==> src/rtl/phi_pkg.sv <==
package phi_pkg;

  localparam int N_CTRL = 5;
  localparam int N_WRITES = 3;

  typedef enum logic [1:0] {
    W_IDLE,
    W_STROBE,
    W_WAIT
  } wr_state_t;

  typedef enum logic [1:0] {
    L_IDLE,
    L_ISSUE,
    L_WAIT
  } ld_state_t;

  // Byte for one write: load strobe on top, code below.
  function automatic logic [7:0] cfg_byte(input logic strobe, input logic [6:0] code);
    return {strobe, code};
  endfunction

  // The middle write of a load carries the strobe bit.
  function automatic logic strobe_of_phase(input logic [1:0] phase);
    return (phase == 2'd1);
  endfunction

  function automatic logic last_phase(input logic [1:0] phase);
    return (phase == 2'(N_WRITES - 1));
  endfunction

endpackage

==> src/rtl/phi_enable_seq.sv <==
module phi_enable_seq #(
  parameter int SETTLE = 4
) (
  input  logic                      clk,
  input  logic                      rst,
  output logic [phi_pkg::N_CTRL-1:0] ctrl_mask,
  output logic                      init_done
);
  import phi_pkg::*;

  localparam int CW = $clog2(SETTLE + 1);
  localparam logic [CW-1:0] CNT_LAST = CW'(SETTLE - 1);
  localparam logic [N_CTRL-1:0] ALL_ON = {N_CTRL{1'b1}};

  logic [CW-1:0] hold_cnt;
  logic          step_now;
  logic          window_end;

  assign step_now   = (hold_cnt == '0);
  assign window_end = (hold_cnt == CNT_LAST);

  always_ff @(posedge clk) begin
    if (rst) begin
      ctrl_mask <= '0;
      hold_cnt  <= '0;
      init_done <= 1'b0;
    end else if (!init_done) begin
      if (step_now) ctrl_mask <= {ctrl_mask[N_CTRL-2:0], 1'b1};
      hold_cnt <= window_end ? '0 : hold_cnt + 1'b1;
      if (window_end && ctrl_mask == ALL_ON) init_done <= 1'b1;
    end
  end

  // Each control may only be on if every earlier one is already on.
  for (genvar k = 0; k < N_CTRL - 1; k++) begin : g_order
    p_order_r2: assert property (@(posedge clk) disable iff (rst)
      ctrl_mask[k+1] |-> ctrl_mask[k]);
  end

  p_frozen_r11: assert property (@(posedge clk) disable iff (rst)
    init_done |=> init_done && $stable(ctrl_mask));

  p_done_full_r3: assert property (@(posedge clk) disable iff (rst)
    init_done |-> ctrl_mask == ALL_ON);

endmodule

==> src/rtl/phi_reg_writer.sv <==
module phi_reg_writer #(
  parameter int TIMEOUT = 64
) (
  input  logic       clk,
  input  logic       rst,
  input  logic       start,
  input  logic [7:0] data_in,
  output logic       reg_wr,
  output logic [7:0] reg_wdata,
  input  logic       reg_rdy,
  output logic       ack,
  output logic       tmo
);
  import phi_pkg::*;

  localparam int TW = $clog2(TIMEOUT + 1);
  localparam logic [TW-1:0] T_LAST = TW'(TIMEOUT - 1);

  wr_state_t     st;
  logic [TW-1:0] wait_cnt;
  logic          waiting;

  assign waiting = (st == W_WAIT);
  assign reg_wr  = (st == W_STROBE);
  assign ack     = waiting && reg_rdy;
  assign tmo     = waiting && !reg_rdy && (wait_cnt == T_LAST);

  always_ff @(posedge clk) begin
    if (rst) begin
      st        <= W_IDLE;
      wait_cnt  <= '0;
      reg_wdata <= '0;
    end else begin
      case (st)
        W_IDLE: if (start) begin
          reg_wdata <= data_in;
          st        <= W_STROBE;
        end
        W_STROBE: begin
          wait_cnt <= '0;
          st       <= W_WAIT;
        end
        W_WAIT: begin
          if (ack || tmo) st <= W_IDLE;
          else wait_cnt <= wait_cnt + 1'b1;
        end
        default: st <= W_IDLE;
      endcase
    end
  end

  p_strobe_one_r6: assert property (@(posedge clk) disable iff (rst)
    reg_wr |=> !reg_wr);

  p_data_hold_r6: assert property (@(posedge clk) disable iff (rst)
    waiting |-> $stable(reg_wdata));

  p_strobe_then_wait_r6: assert property (@(posedge clk) disable iff (rst)
    reg_wr |=> waiting);

endmodule

==> src/rtl/phi_load_seq.sv <==
module phi_load_seq (
  input  logic       clk,
  input  logic       rst,
  input  logic       init_done,
  input  logic       req_valid,
  input  logic [6:0] req_code,
  output logic       req_ready,
  output logic       busy,
  output logic       done,
  output logic       err,
  output logic [6:0] code_q,
  output logic       wr_start,
  output logic [7:0] wr_data,
  input  logic       wr_ack,
  input  logic       wr_tmo
);
  import phi_pkg::*;

  ld_state_t  st;
  logic [1:0] phase;
  logic       accept;

  assign req_ready = init_done && (st == L_IDLE);
  assign accept    = req_valid && req_ready;
  assign wr_start  = (st == L_ISSUE);
  assign wr_data   = cfg_byte(strobe_of_phase(phase), code_q);

  always_ff @(posedge clk) begin
    if (rst) begin
      st     <= L_IDLE;
      phase  <= '0;
      code_q <= '0;
      busy   <= 1'b0;
      done   <= 1'b0;
      err    <= 1'b0;
    end else begin
      done <= 1'b0;
      case (st)
        L_IDLE: if (accept) begin
          code_q <= req_code;
          phase  <= '0;
          busy   <= 1'b1;
          st     <= L_ISSUE;
        end
        L_ISSUE: st <= L_WAIT;
        L_WAIT: begin
          if (wr_ack) begin
            if (last_phase(phase)) begin
              busy <= 1'b0;
              done <= 1'b1;
              st   <= L_IDLE;
            end else begin
              phase <= phase + 1'b1;
              st    <= L_ISSUE;
            end
          end else if (wr_tmo) begin
            err  <= 1'b1;
            busy <= 1'b0;
            st   <= L_IDLE;
          end
        end
        default: st <= L_IDLE;
      endcase
    end
  end

  p_busy_init_r4: assert property (@(posedge clk) disable iff (rst)
    busy |-> init_done);

  p_done_pulse_r7: assert property (@(posedge clk) disable iff (rst)
    done |=> !done);

  p_done_idle_r7: assert property (@(posedge clk) disable iff (rst)
    done |-> !busy);

  p_err_sticky_r9: assert property (@(posedge clk) disable iff (rst)
    err |=> err);

endmodule

==> src/rtl/phi_code_loader.sv <==
module phi_code_loader #(
  parameter int              SETTLE   = 4,
  parameter int              TIMEOUT  = 64,
  parameter int              ADDR_W   = 9,
  parameter logic [ADDR_W-1:0] CFG_ADDR = 9'h09C
) (
  input  logic              clk,
  input  logic              rst,
  input  logic              req_valid,
  input  logic [6:0]        req_code,
  output logic              req_ready,
  output logic              pi_pwrdn,
  output logic              pi_synfreq0,
  output logic              pi_enable,
  output logic              pi_override,
  output logic              pi_select,
  output logic              init_done,
  output logic [ADDR_W-1:0] reg_addr,
  output logic [7:0]        reg_wdata,
  output logic              reg_wr,
  input  logic              reg_rdy,
  output logic              busy,
  output logic              done,
  output logic              err
);
  import phi_pkg::*;

  logic [N_CTRL-1:0] ctrl_mask;
  logic [6:0]        ld_code;
  logic              wr_start;
  logic [7:0]        wr_data;
  logic              wr_ack;
  logic              wr_tmo;

  phi_enable_seq #(.SETTLE(SETTLE)) u_enable (
    .clk       (clk),
    .rst       (rst),
    .ctrl_mask (ctrl_mask),
    .init_done (init_done)
  );

  phi_load_seq u_load (
    .clk       (clk),
    .rst       (rst),
    .init_done (init_done),
    .req_valid (req_valid),
    .req_code  (req_code),
    .req_ready (req_ready),
    .busy      (busy),
    .done      (done),
    .err       (err),
    .code_q    (ld_code),
    .wr_start  (wr_start),
    .wr_data   (wr_data),
    .wr_ack    (wr_ack),
    .wr_tmo    (wr_tmo)
  );

  phi_reg_writer #(.TIMEOUT(TIMEOUT)) u_writer (
    .clk       (clk),
    .rst       (rst),
    .start     (wr_start),
    .data_in   (wr_data),
    .reg_wr    (reg_wr),
    .reg_wdata (reg_wdata),
    .reg_rdy   (reg_rdy),
    .ack       (wr_ack),
    .tmo       (wr_tmo)
  );

  // Step 0 clears power-down; steps 1..4 raise the remaining controls.
  assign pi_pwrdn    = ~ctrl_mask[0];
  assign pi_synfreq0 = ctrl_mask[1];
  assign pi_enable   = ctrl_mask[2];
  assign pi_override = ctrl_mask[3];
  assign pi_select   = ctrl_mask[4];
  assign reg_addr    = CFG_ADDR;

  p_code_fixed_r6: assert property (@(posedge clk) disable iff (rst)
    reg_wr |-> reg_wdata[6:0] == ld_code);

  p_ctrl_on_r11: assert property (@(posedge clk) disable iff (rst)
    busy |-> (!pi_pwrdn && pi_enable && pi_override && pi_select));

  p_no_write_idle_r4: assert property (@(posedge clk) disable iff (rst)
    reg_wr |-> busy);

endmodule

==> config.mk <==
export PLATFORM = sky130hd
export DESIGN_NAME = phi_code_loader
export DESIGN_NICKNAME = d
export VERILOG_FILES = /design/src/rtl/phi_pkg.sv /design/src/rtl/phi_enable_seq.sv /design/src/rtl/phi_reg_writer.sv /design/src/rtl/phi_load_seq.sv /design/src/rtl/phi_code_loader.sv
export SDC_FILE = /design/constraint.sdc
export NUM_CORES = 1
export LEC_CHECK = 0
export BUFFER_PORTS_ARGS = -buffer_cell sky130_fd_sc_hd__buf_4
export CAP_MARGIN = 20
export CORE_ASPECT_RATIO = 1.75
export CORE_UTILIZATION = 28
export CTS_CLUSTER_DIAMETER = 100
export DETAILED_ROUTE_END_ITERATION = 6
export PLACE_DENSITY = 0.51
export SYNTH_ARGS = -nofsm -noshare
export SYNTH_HDL_FRONTEND = slang
export SYNTH_SLANG_ARGS = --single-unit
==> constraint.sdc <==
create_clock -name clk -period 3.15 [get_ports clk]
set_input_delay 0.1575 -clock clk [delete_from_list [all_inputs] [get_ports clk]]
set_output_delay 0.1575 -clock clk [all_outputs]
set_load 0.03 [all_outputs]
# Word-level counts from Yosys, hierarchy flattened

Cells that the tools add are included.

Output and inout port bits: 28
Logic and storage cells: 82
Bits of input ports: 11
Register bits after elaboration: 40

Muxes and demuxes: 23
Reductions and logical operators: 23
Equal/unequal tests: 17
Bitwise operators: 4
Add/subtract/negate cells: 3

Operators by type and width:

| cell                                                                     | count |
|---|---|
| 2-bit 2-to-1 mux                                                         | 8 |
| 7-bit case mux with 2 select lines                                       | 1 |
| 2-bit case mux with 3 select lines                                       | 2 |
| 2-bit AND reduction                                                      | 6 |
| 1-bit 2-to-1 mux                                                         | 8 |
| 2-bit inequality test (second input constant)                            | 4 |
| 4-bit AND reduction                                                      | 2 |
| 7-bit by 1-bit adder with 7-bit output (second input constant)           | 1 |
| 7-bit by 6-bit equality test with 1-bit output (second input constant)   | 1 |
| 7-bit 2-to-1 mux                                                         | 1 |
| 2-bit by 1-bit equality test with 1-bit output (second input constant)   | 3 |
| 2-bit equality test (second input constant)                              | 3 |
| 1-bit logical AND                                                        | 6 |
| 5-bit equality test (second input constant)                              | 1 |
| 2-bit zero test                                                          | 2 |
| 2-bit by 1-bit inequality test with 1-bit output (second input constant) | 2 |
| 1-bit NOT                                                                | 4 |
| 2-bit case mux with 2 select lines                                       | 1 |
| 2-bit nonzero test                                                       | 2 |
| 3-bit by 1-bit adder with 3-bit output (second input constant)           | 1 |
| 3-bit by 2-bit equality test with 1-bit output (second input constant)   | 1 |
| 3-bit zero test                                                          | 1 |
| 3-bit 2-to-1 mux                                                         | 1 |
| 3-bit by 1-bit inequality test with 1-bit output (second input constant) | 1 |
| other kinds (7)                                                          | 7 |

# Logic depth before layout (Yosys ltp)

Depth after elaboration: 6
Mapped depth: 5
Depth with buffers taken out: 5

# Hierarchy

A second synthesis with hierarchy kept.

Cell total of the unflattened synthesis: 192
Area, all modules: 1809.2 um^2

Modules (own cells, without submodules):

| module          | cells each | area an instance (um^2) | sequential area each (um^2) | instances |
|---|---|---|---|---|
| phi_reg_writer  | 73         | 708.2                   | 340.3                       | 1 |
| phi_load_seq    | 69         | 643.1                   | 280.3                       | 1 |
| phi_enable_seq  | 38         | 379.1                   | 180.2                       | 1 |
| phi_code_loader | 12         | 78.8                    | 0.0                         | 1 |

# Worst setup path after synthesis

OpenSTA, ideal clock, no wires.

Path kind: flip-flop to output port
Start point: register u_enable.init_done
End point: output port req_ready
Arrival: 1.473 ns
Path slack: 1.519 ns
Required time: 2.992 ns
Stages on the path, launching flop included: 3
Path buffers: 1
Cell sequence: dfxtp_1 > buf_2 > nor3b_1

Word-level cells in the longest chain between the ends: 1

Ends and longest elaborated chain:

| element                | line                  | text |
|---|---|---|
| start, declared        | phi_enable_seq.sv:7   | `output logic init_done` |
| start signal, assigned | phi_enable_seq.sv:26  | `init_done <= 1'b0;` |
| start signal, assigned | phi_enable_seq.sv:30  | `if (window_end && ctrl_mask == ALL_ON) init_done <= 1'b1;` |
| 1-bit logical AND      | phi_load_seq.sv:23    | `assign req_ready = init_done && (st == L_IDLE);` |
| end, declared          | phi_code_loader.sv:11 | `output logic req_ready,` |

Every way passes these cells.

# Worst setup path in the final report

Start point: register u_writer.wait_cnt[0]
End point: register u_writer.wait_cnt[4]

Word-level cells in the longest chain between the ends: 5
Elaborated cells on any way between the ends: 8
Classes of those cells: add/sub: 1; eq/ne: 2; mux: 2; reduce/logical: 3

Ends and longest elaborated chain:

| element                                                                                        | line                 | text |
|---|---|---|
| start, declared                                                                                | phi_reg_writer.sv:20 | `logic [TW-1:0] wait_cnt;` |
| start signal, assigned                                                                         | phi_reg_writer.sv:45 | `else wait_cnt <= wait_cnt + 1'b1;` |
| parallel branches: the longest is 5 deep, another holds 7-bit by 1-bit adder with 7-bit output | n/a                  |  |

Several ways; the timed one is not identified. The select of a mux whose other input is x is not followed.
A chain may end at the register's enable or synchronous reset.

==> results.cfg <==
[yosys]
postSynthAreaPerCell_um2 = 9.08
synthDistinctLibCells = 50
synth_top_area_cell = dfxtp_1
yosys_register_bits = 40
ys_seq_area_frac = 0.448
synthFlopType = dfxtp_1
synth_top_area_share = 0.448
syn-cell-area_um2 = 1790
yosysWarningCount = 0
async_reset_ff_frac = 0
synth-edff-count = 0
synth_cells = 197
synth_area_leaders = dfxtp_1 45%, mux2i_1 8.4%, nand2_1 4.8%, a21oi_1 4.5%, buf_4 3.8%

[sta]
rsz0062_at_grt = false
slew_violations = 0
final.min_clock_period_ns = 1.55
fin_ws_ns = 1.60
worst_pin_slew_ns = 0.716
post-route-period-util = 0.491
max_slew_margin = 0.522
setup_violations = 0
fin_worst_skew_ns = 0.0111
hold_violations = 0
fin_tns_setup_ns = 0
max_freq_ghz = 0.647

[routing]
antenna_left = 0
vias = 1365
drt-total-wl_um = 3720
viasPerCell = 4.49
drt-pass1-iter-count = 4
drc = 0
drt-wirelength-per-cell_um = 12.3
drt_iter0_drc = 69

[cts]
numCtsBuffers = 5
cts_tree = yes
post-cts-setup-buffers = 0
clock_sinks = 40
clk_pin_slew_ns = 0.08
clk_latency_ns = 0.29
clk_root_buffer_cell = clkbuf_8
post_cts_resize_count = 0
h-tree-depth = 2
hold_buffers = 0
cts_buffer_depth = 2

[global_routing]
grt_max_degree = 36
grt_pass1_wl_um = 6110
antenna_found_initial = 0
first_global_vias = 1299
grt-ovfl-total = 0
grt_usage = 0.116

[placed_design]
dpl_worst_slack_ns = 1.60
place_congestion = 0.749
port_buffers = 29
place_hpwl_um = 2640

[final_layout]
n_fill_cell = 676
nNetsFinal = 239
drive_gt1_frac = 0.201
area_delta_synth_final_pct = 20.3
final_cell_mix = 40 x dfxtp_1, 30 x buf_4, 23 x nand2_1
antenna_cells = 0
mostFrequentLayoutCell = dfxtp_1

[setup_path]
crit_buf_inv = 0
cpMaxStageDelayCell = dfxtp_1
start_kind = flop
cp-startpoint = u_writer.wait_cnt[0]
path_cells = ha_1, and4bb_1, a31oi_1, a2111oi_0
critPathMaxStageDelay_ns = 0.42
cpLargestDelayFamily = compound AO/OA/AOI/OAI gates
critPathArrivalTime_ns = 1.71
crit_type = reg2reg
required_ns = 3.32
crit_fanout = 5
r2r_start = u_writer.wait_cnt[0]
end_kind = flop

[status]
outcome = finished clean

[die]
start_util = 0.289
top_level_ports = 39
rows = 38
die_y_um = 108
coreArea_um2 = 6180
die_w_um = 62.4
die_area_um2 = 6730

[power]
p_leak_nw = 0.868
ir_worst_vdd_uv = 159
power_density_nw_per_um2 = 475

[run]
drv_cap = 0

[min_path]
hp-start = req_code[6]
hold_class = in2reg
[routing by layer]
metal,track usage,wire [um]
met1,0.123,1600
met2,0.203,1910
met3,0.0328,134
met4,0.0615,74
met5,0,0
[logic make-up after synthesis]
kind of cell	synth area share
buf+inv	0.0804
flops	0.448
fa+ha+maj	0.0350
mux	0.0839
xor+xnor	0.00490
simple gates	0.231
other cells	0.00420
compound gates	0.113
[sequential cells by signal, indices dropped and copies added, names as in the netlist]
register,count
u_enable.init_done,1
u_load.busy,1
u_load.st,2
u_load.code_q,7
u_writer.wait_cnt,7
u_load.err,1
u_load.phase,2
u_writer.st,2
u_writer.reg_wdata,8
u_enable.hold_cnt,3
u_load.done,1
u_enable.ctrl_mask,5
[tightest hold or removal path, cell delays in order]
cell and delay (ns):
buf_4 0.08, mux2i_1 0.05, nor2_1 0.07
[power breakdown]
group / switching (mW) / internal [mW]
Clock: 0.185 / 0.234
Combinational: 0.0501 / 0.0313
Sequential: 0.00756 / 0.513
[area by class of cell]
| type | count | area (um^2) | share of cell area |
|---|---|---|---|
| clock buffer | 5 | 68.8 | 0.0320 |
| clock inverter | 3 | 42.5 | 0.0198 |
| inverter | 10 | 37.5 | 0.0174 |
| multi-input combinational | 136 | 877 | 0.408 |
| sequential | 40 | 801 | 0.372 |
| tap | 80 | 100 | 0.0465 |
| timing repair buffer | 30 | 225 | 0.105 |
[final timing paths]
path | slack [ns] | end | cells past startpoint
setup / recovery | 1.60 | u_writer.wait_cnt[4] | 4
hold / removal | 0.09 | u_load.code_q[6] | 3
setup reg to reg | 1.60 | u_writer.wait_cnt[4] | 4
hold reg to reg | 0.46 | u_writer.reg_wdata[1] | 2
[cell usage after synthesis (all sizes together), types with 2 or more instances]
cell type / count
a31oi: 2
and4bb: 2
a2111oi: 2
mux2i: 15
a21oi: 16
clkbuf: 4
nor3: 3
or3: 3
conb: 2
o21ai: 2
and3: 3
nor3b: 2
nand3: 6
nand2b: 2
or3b: 2
nand2: 23
dfxtp: 40
ha: 5
inv: 9
nor2: 18
nor4: 2
buf: 14
[through the flow]
step | cell area [um^2] | cells | total power [mW] | hold slack (ns) | util
after global routing | 2150 | 304 | 1.06 | 0.0973 | 0.348
final | 2150 | 304 | 1.02 | 0.0905 | 0.348
after detailed placement | 2040 | 296 | 0.615 | 0.401 | 0.330
after CTS | 2150 | 304 | 1.04 | 0.0861 | 0.348
after floorplan | 1820 | 204 | 0.598 | 0.300 | -
after global placement | 2040 | 296 | 0.614 | 0.390 | 0.330
Power figures use the tool's default switching activity.
